==> src/rtl/fan_mon_pkg.sv <==
package fan_mon_pkg;

    localparam int TACH_W = 16;

    typedef struct packed {
        logic slow_hit;
        logic fast_hit;
    } tach_cmp_t;

    function automatic logic [7:0] sat_inc(input logic [7:0] v, input logic [7:0] lim);
        return (v >= lim) ? lim : v + 8'd1;
    endfunction

endpackage

==> src/rtl/tach_compare.sv <==
module tach_compare
    import fan_mon_pkg::*;
#(
    parameter int CNT_W = TACH_W
) (
    input  logic [CNT_W-1:0] count_i,
    input  logic [CNT_W-1:0] slow_lim_i,
    input  logic [CNT_W-1:0] fast_lim_i,
    output tach_cmp_t        cmp_o
);

    always_comb begin
        cmp_o.slow_hit = (count_i >= slow_lim_i);
        cmp_o.fast_hit = (count_i <= fast_lim_i);
    end

endmodule

==> src/rtl/slow_tracker.sv <==
module slow_tracker
    import fan_mon_pkg::*;
#(
    parameter int FAIL_RUNS = 5
) (
    input  logic clk,
    input  logic rst,
    input  logic sample_i,
    input  logic spin_i,
    input  logic hit_i,
    input  logic rd_i,
    input  logic clr_i,
    output logic slow_flag_o,
    output logic failed_o
);

    localparam logic [7:0] RUN_LIM = 8'(FAIL_RUNS);

    logic [7:0] run_q, run_d;
    logic       spin_q;
    logic       slow_q, failed_q;
    logic       slow_eval, spin_end, reach;

    always_comb begin
        slow_eval = sample_i && !spin_i && hit_i;
        spin_end  = spin_q && !spin_i;
        run_d     = run_q;
        if (sample_i) begin
            run_d = slow_eval ? sat_inc(run_q, RUN_LIM) : 8'd0;
        end else if (clr_i) begin
            run_d = 8'd0;
        end
        reach = slow_eval && (run_d == RUN_LIM);
    end

    always_ff @(posedge clk) begin
        if (rst) begin
            run_q    <= 8'd0;
            spin_q   <= 1'b0;
            slow_q   <= 1'b0;
            failed_q <= 1'b0;
        end else begin
            run_q    <= run_d;
            spin_q   <= spin_i;
            slow_q   <= slow_eval || spin_end || (slow_q && !rd_i);
            if (reach)
                failed_q <= 1'b1;
            else if (clr_i)
                failed_q <= 1'b0;
        end
    end

    assign slow_flag_o = slow_q;
    assign failed_o    = failed_q;

    // a slow sample outside spin-up raises the flag
    a_r1_slow_sets: assert property (@(posedge clk) disable iff (rst)
        (sample_i && !spin_i && hit_i) |=> slow_q);

    // a spin-up sample empties the run
    a_r3_spin_resets_run: assert property (@(posedge clk) disable iff (rst)
        (sample_i && spin_i) |=> (run_q == 8'd0));

    // end of spin-up forces the flag
    a_r4_spin_end_flag: assert property (@(posedge clk) disable iff (rst)
        (spin_q && !spin_i) |=> slow_q);

    // failure only begins on a slow sample outside spin-up
    a_r7_fail_cause: assert property (@(posedge clk) disable iff (rst)
        $rose(failed_q) |-> $past(sample_i && !spin_i && hit_i));

    // a non-slow sample empties the run
    a_r7_run_reset: assert property (@(posedge clk) disable iff (rst)
        (sample_i && !spin_i && !hit_i) |=> (run_q == 8'd0));

endmodule

==> src/rtl/overspeed_tracker.sv <==
module overspeed_tracker (
    input  logic clk,
    input  logic rst,
    input  logic sample_i,
    input  logic hit_i,
    input  logic rd_i,
    output logic fast_flag_o
);

    logic armed_q, fast_q, set_now;

    always_comb set_now = sample_i && hit_i && armed_q;

    always_ff @(posedge clk) begin
        if (rst) begin
            armed_q <= 1'b1;
            fast_q  <= 1'b0;
        end else begin
            fast_q <= set_now || (fast_q && !rd_i);
            if (set_now)
                armed_q <= 1'b0;
            else if (sample_i && !hit_i)
                armed_q <= 1'b1;
        end
    end

    assign fast_flag_o = fast_q;

    // the flag only rises from an armed detector
    a_r6_rise_needs_arm: assert property (@(posedge clk) disable iff (rst)
        $rose(fast_q) |-> $past(armed_q));

    // read without a set clears the flag
    a_r5_read_clears: assert property (@(posedge clk) disable iff (rst)
        (rd_i && !set_now) |=> !fast_q);

endmodule

==> src/rtl/fan_tach_monitor.sv <==
module fan_tach_monitor
    import fan_mon_pkg::*;
#(
    parameter int CNT_W     = TACH_W,
    parameter int FAIL_RUNS = 5
) (
    input  logic             clk,
    input  logic             rst,
    input  logic             sample_valid,
    input  logic [CNT_W-1:0] tach_count,
    input  logic [CNT_W-1:0] slow_limit,
    input  logic [CNT_W-1:0] fast_limit,
    input  logic             spinup_active,
    input  logic             status_rd,
    input  logic             fail_clr,
    input  logic             irq_en,
    output logic             slow_flag,
    output logic             fast_flag,
    output logic             fan_fault_n,
    output logic             irq
);

    tach_cmp_t cmp;
    logic      failed;

    tach_compare #(.CNT_W(CNT_W)) u_cmp (
        .count_i    (tach_count),
        .slow_lim_i (slow_limit),
        .fast_lim_i (fast_limit),
        .cmp_o      (cmp)
    );

    slow_tracker #(.FAIL_RUNS(FAIL_RUNS)) u_slow (
        .clk         (clk),
        .rst         (rst),
        .sample_i    (sample_valid),
        .spin_i      (spinup_active),
        .hit_i       (cmp.slow_hit),
        .rd_i        (status_rd),
        .clr_i       (fail_clr),
        .slow_flag_o (slow_flag),
        .failed_o    (failed)
    );

    overspeed_tracker u_fast (
        .clk         (clk),
        .rst         (rst),
        .sample_i    (sample_valid),
        .hit_i       (cmp.fast_hit),
        .rd_i        (status_rd),
        .fast_flag_o (fast_flag)
    );

    assign fan_fault_n = ~failed;
    assign irq         = irq_en && (slow_flag || fast_flag);

    // failure holds without a clear
    a_r8_fault_latched: assert property (@(posedge clk) disable iff (rst)
        (!fan_fault_n && !fail_clr) |=> !fan_fault_n);

    // interrupt request tracks enable and flags
    a_r9_irq_gate: assert property (@(posedge clk) disable iff (rst)
        irq |-> (irq_en && (slow_flag || fast_flag)));

endmodule

==> config.mk <==
export PLATFORM = sky130hd
export DESIGN_NAME = fan_tach_monitor
export DESIGN_NICKNAME = d
export VERILOG_FILES = /design/src/rtl/fan_mon_pkg.sv /design/src/rtl/tach_compare.sv /design/src/rtl/slow_tracker.sv /design/src/rtl/overspeed_tracker.sv /design/src/rtl/fan_tach_monitor.sv
export SDC_FILE = /design/constraint.sdc
export NUM_CORES = 1
export LEC_CHECK = 0
export ABC_AREA = 1
export BUFFER_PORTS_ARGS = -buffer_cell sky130_fd_sc_hd__buf_2
export CORE_ASPECT_RATIO = 0.75
export CORE_MARGIN = 3
export CORE_UTILIZATION = 53
export DETAILED_ROUTE_END_ITERATION = 12
export GPL_TIMING_DRIVEN = 1
export PLACE_DENSITY_LB_ADDON = 0.08
export SYNTH_ARGS = -nofsm -noshare
export SYNTH_HDL_FRONTEND = slang
export SYNTH_SLANG_ARGS = --single-unit
==> constraint.sdc <==
create_clock -name clk -period 2.11 [get_ports clk]
set_clock_uncertainty 0.1 [all_clocks]
set_input_delay 0.211 -clock clk [delete_from_list [all_inputs] [get_ports clk]]
set_output_delay 0.211 -clock clk [all_outputs]
set_load 0.02 [all_outputs]
---- Word-level counts from Yosys, hierarchy flattened ----
Index checks and enable logic that the tools add are counted.
storage, ports and cells
  flip-flop bits (word level) ............. 13
  bits in latches ......................... 0
  memory bits (writable) .................. 0
  memory bits (read-only) ................. 0
  input bits .............................. 55
  output and inout bits ................... 4
  word-level logic and storage cells ...... 39
  memories ................................ 0
cells by class
  add/subtract/negate cells ............... 1
  multipliers ............................. 0
  div/mod/pow operators ................... 0
  $lt $le $gt $ge ......................... 3
  equal/unequal tests ..................... 1
  shift-type cells ........................ 0
  muxes and demuxes ....................... 8
  bitwise logic cells ..................... 1
  reductions and logical operators ........ 19
operator list
  operator             count
  $mux 8               4
  $ge 16x16->1         1
  $le 16x16->1         1
  $logic_and 1x1->1    10
  $add 8x1->8 const B  1
  $eq 8x3->1 const B   1
  $ge 8x3->1 const B   1
  $logic_or 1x1->1     4
  $mux 1               4
  $reduce_bool 2->1    2
  $logic_not 1->1      3
  $not 1->1            1

---- Longest topological paths before layout ----
  depth after elaboration ................. 8
  mapped depth ............................ 17

---- By module ----
From an unflattened synthesis, not the netlist that was laid out.
second synthesis, totals
  cell total of the unflattened synthesis .. 219
  area, all modules ....................... 1446.4 um^2
modules (own cells, without submodules)
  module             times used  cells each  area an instance (um^2)  sequential area each (um^2)
  tach_compare       1           137         847.1                    0.0
  slow_tracker       1           68          506.7                    220.2
  overspeed_tracker  1           10          77.6                     40.0
  fan_tach_monitor   1           4           15.0                     0.0

---- Worst setup path after synthesis ----
No wires, ideal clock.
  path type ............................... input port to flip-flop
  start ................................... input port slow_limit[11]
  end ..................................... register u_slow.failed_q, in the netlist u_slow.failed_o
  setup time .............................. 113 ps
  data arrival time ....................... 1311 ps
  required time ........................... 1897 ps
  path slack .............................. 586 ps
  stages .................................. 12
  cell sequence ........................... inv_1 > ha_1 > a21oi_1 > o21ai_1 > a21oi_4 > nand2_4 > nand3_2 > nand2_1 > nand3_1 > nor2_1 > nor2_1 > nor2_1
on the way
  cells in the longest elaborated chain, start to end .. 7
  elaborated cells on any way between the ends .. 8
ends and longest elaborated chain
  element                                             RTL line                text
  start, declared                                     fan_tach_monitor.sv:11  input logic [CNT_W-1:0] slow_limit,
  $ge 16x16->1 *                                      tach_compare.sv:13      cmp_o.slow_hit = (count_i >= slow_lim_i);
  $logic_and 1x1->1 *                                 slow_tracker.sv:25      slow_eval = sample_i && !spin_i && hit_i;
  $mux 8                                              slow_tracker.sv:29      run_d = slow_eval ? sat_inc(run_q, RUN_LIM) : 8'd0;
  $mux 8                                              slow_tracker.sv:28      if (sample_i) begin
  $eq 8x3->1                                          slow_tracker.sv:33      reach = slow_eval && (run_d == RUN_LIM);
  $logic_and 1x1->1 *                                 slow_tracker.sv:33
  $mux 1 / $reduce_bool 2->1 (equally long branches)  -
  end signal, assigned                                slow_tracker.sv:41      failed_q <= 1'b0;
  end signal, assigned                                slow_tracker.sv:47      failed_q <= 1'b1;
  end signal, assigned                                slow_tracker.sv:49      failed_q <= 1'b0;
  end, declared                                       slow_tracker.sv:21      logic slow_q, failed_q;
Every way passes the cells marked *; elsewhere a longest branch is shown, timed or not.
A chain may end at the register's enable or synchronous reset.

---- Worst setup path in the final report ----
  start ................................... register u_slow.run_q[0]
  end ..................................... register u_slow.failed_q, in the netlist u_slow.failed_o
on the way
  cells in the longest elaborated chain, start to end .. 7
  elaborated cells on any way between the ends .. 10
ends and longest elaborated chain
  element                                             RTL line            text
  start, declared                                     slow_tracker.sv:19  logic [7:0] run_q, run_d;
  start signal, assigned                              slow_tracker.sv:43  run_q <= run_d;
  $add 8x1->8 / $ge 8x3->1 (equally long branches)    fan_mon_pkg.sv:11   return (v >= lim) ? lim : v + 8'd1;
  $mux 8                                              fan_mon_pkg.sv:11
  $mux 8                                              slow_tracker.sv:29
  $mux 8 *                                            slow_tracker.sv:28
  $eq 8x3->1 *                                        slow_tracker.sv:33
  $logic_and 1x1->1 *                                 slow_tracker.sv:33
  $mux 1 / $reduce_bool 2->1 (equally long branches)  -
Marked as above.

==> impl_metrics.csv <==
group,metric,value,unit
sta,slew_headroom,0.838,
final_layout,utilization,0.747,
floorplanning,die_x,67.0,microns
clock_network,postCtsHoldBufs,0,
clock_network,clockBufferDepth,2,
synthesis,netlist_area,1480,sq um
sta,fin_crit_sh,0.759,
final_layout,multi_input_area,1030,sq um
global_routing,grt_max_degree,14,
floorplanning,num_rows,15,
worst_hold_path,hp-class,"input port to register",
route,drt_iter0_drc,33,
job,maxCapViolCount,0,
power_and_ir_drop,intPower,503,uW
global_routing,grt_pass1_wl,5250,microns
placed_design,post_dp_cell_area,1810,sq um
route,routed_wl,3080,microns
route,route.detailed.drc,0,
synthesis,ys_seq_area_frac,0.176,
route,wire_per_inst,10.1,microns
floorplanning,coreArea,2480,sq um
placed_design,gp_congestion,0.790,
setup_path,critPathMaxStageDelay,0.41,ns
clock_network,cts_htree_levels,1,
synthesis,syn_area_per_cell,7.05,sq um
power_and_ir_drop,pwr-share-clk,0.293,
power_and_ir_drop,p_sw_frac,0.307,
setup_path,start_kind,"register",
power_and_ir_drop,power_frac_seq,0.354,
placed_design,io_buffers,58,
final_layout,drive_gt1_frac,0.280,
synthesis,ys_warn_count,0,
clock_network,cts_tree,"done",
setup_path,endpoint_kind,"register",
global_routing,grt_pass1_vias,1308,
clock_network,insertion_delay,0.24,ns
power_and_ir_drop,power_density,392,nW/um^2
sta,worstMarginPinSlew,0.241,ns
power_and_ir_drop,p_switching,222,uW
power_and_ir_drop,vdd_drop_max,0.550,mV
final_layout,seqCellArea,260,sq um
power_and_ir_drop,p_leak,0.00109,uW
setup_path,worst_ep_required_time,2.19,ns
final_layout,diodes,0,
setup_path,slowest_stage,"dfxtp_1",
final_layout,syn_to_final_growth,25.0,%
synthesis,async_flop_share,0,
setup_path,path_cells,"inv_1, ha_1, inv_1, o21ai_1, nand2_1, inv_1, nand2_1, nand3_2, nand2_1, nand3_1, nor2_1, nor2_1, nor2_1",
route,ant_nets,0,
global_routing,antenna_found_initial,0,
clock_network,clk_pin_slew,0.05,ns
floorplanning,ios,59,
synthesis,ys_ff_latch,13,
setup_path,crit_type,"register to register",
worst_hold_path,hold_depth,4,
global_routing,grt-ovfl-total,0,
floorplanning,initial_utilization,0.597,
route,vias_per_cell,4.68,
route,drt-pass1-iter-count,5,
floorplanning,die_h,51.8,microns
clock_network,cts-buffers-inserted,3,
run_status,outcome,"finished clean",
global_routing,grt_usage,0.193,
synthesis,syn_nets,300,
floorplanning,dieArea,3470,sq um
sta,timing.setup.tns,0,ns
setup_path,critical_path_arrival,1.68,ns
final_layout,fillers,218,
synthesis,synth_cells,210,
clock_network,clock_sinks,13,
synthesis,synth-edff-count,0,
synthesis,ys.flop_type,"dfxtp_1",
sta,rsz0062_at_grt,"false",
sta,min_period,1.60,ns
sta,timing.hold.ws,0.129,ns
clock_network,postCtsSetupBuffers,0,
sta,maxSlewViolCount,0,
sta,finalHoldViolCount,0,
final_layout,final_nets,362,
power_and_ir_drop,combPwrFrac,0.353,
placed_design,dp.cells,301,
placed_design,dp_hpwl,2750,microns
synthesis,synth_cell_type_count,28,
setup_path,worstPathMaxFanout,5,
setup_path,r2r_cells,13,
final_layout,stdcell_count,305,
sta,setup_viol,0,
sta,fmax,0.624,GHz
clock_network,cts-resized-gates,0,
final_layout,fin_area,1850,sq um
clock_network,cts-root-buf,"clkbuf_8",
route,num_vias,1428,
[worst paths after layout]
check / from / slack (ns) / to
worst min register to register: u_slow.run_q[7] / 0.33 / u_slow.run_q[7]
worst min-delay path: status_rd / 0.13 / u_slow.slow_flag_o
worst max-delay path: u_slow.run_q[0] / 0.51 / u_slow.failed_o
worst max register to register: u_slow.run_q[0] / 0.51 / u_slow.failed_o
[registers in the layout, indices dropped and copies added, names as in the netlist]
signal              flops
u_fast.armed_q          1
u_fast.fast_flag_o      1
u_slow.failed_o         1
u_slow.run_q            8
u_slow.slow_flag_o      1
u_slow.spin_q           1
[placed cells by master (no fill, tap or decap), types with 2 or more instances in the layout]
master / instances
buf_2: 58
nand4_1: 3
a21oi_1: 19
nand2_1: 39
nand2_4: 2
inv_1: 46
dfxtp_1: 13
nand2_2: 3
nand3_2: 2
inv_2: 2
ha_1: 35
o21ai_1: 4
a31oi_1: 2
clkbuf_8: 3
nor2_1: 19
nand3_1: 7
[cells in the mapped netlist (2+ instances only)]
library cell	number	area (sq um)
nand3_2	2	20.0
nand4_1	3	18.8
dfxtp_1	13	260
nand2_4	2	22.5
nand2_2	3	18.8
a21oi_1	19	95.1
nand3_1	7	35.0
nand2_1	39	146
a31oi_1	2	12.5
o21ai_1	4	20.0
nor2_1	19	71.3
ha_1	35	438
inv_2	2	7.51
inv_1	46	173
[layer usage]
| metal | share of wire | GRT usage | routed length [microns] |
|---|---|---|---|
| met4 | 0 | 0.0168 | 0 |
| met2 | 0.41 | 0.326 | 1250 |
| met1 | 0.50 | 0.250 | 1530 |
| met5 | 0 | 0 | 0 |
| met3 | 0.097 | 0.0583 | 299 |
[cell families (layout without fill, tap and decap cells)]
logic type / Yosys count / in the layout / synth area share
and+or+nand+nor: 80 / 80 / 0.262
buffers and inverters: 49 / 110 / 0.127
adders and majority gates: 35 / 35 / 0.296
AOI/OAI and AO/OA: 32 / 32 / 0.134
DFF: 13 / 13 / 0.176
xor gates and xnor gates: 1 / 1 / 0.00592
[power by group through the flow]
| stage | sequential (uW) | combinational (uW) | clock, uW |
|---|---|---|---|
| floorplan | 264 | 158 | 0 |
| global placement | 261 | 250 | 0 |
| detailed placement | 261 | 256 | 0 |
| CTS | 256 | 258 | 218 |
| global route | 257 | 299 | 236 |
| finish | 256 | 256 | 212 |
[critical path: cells and delay by family (launching register included)]
family,cells,cell delay [ns]
AOI/OAI and AO/OA,1,0.05
adders and majority gates,1,0.19
DFF,1,0.41
buffers and inverters,3,0.20
and+or+nand+nor,8,0.59
[per-stage QoR]
step,total power [uW],setup slack [ns]
floorplan,422,0.586
global placement,512,0.323
detailed placement,518,0.343
CTS,732,0.513
global route,792,0.346
finish,725,0.508
[final cells by class]
cell class / count / share of cell area
Tap cell: 34 / 0.0230
Clock buffer: 4 / 0.0243
Timing Repair Buffer: 58 / 0.157
Sequential cell: 13 / 0.141
Multi-Input combinational cell: 148 / 0.558
Inverter: 48 / 0.0974
No activity file was read; power rests on OpenSTA's default activity.
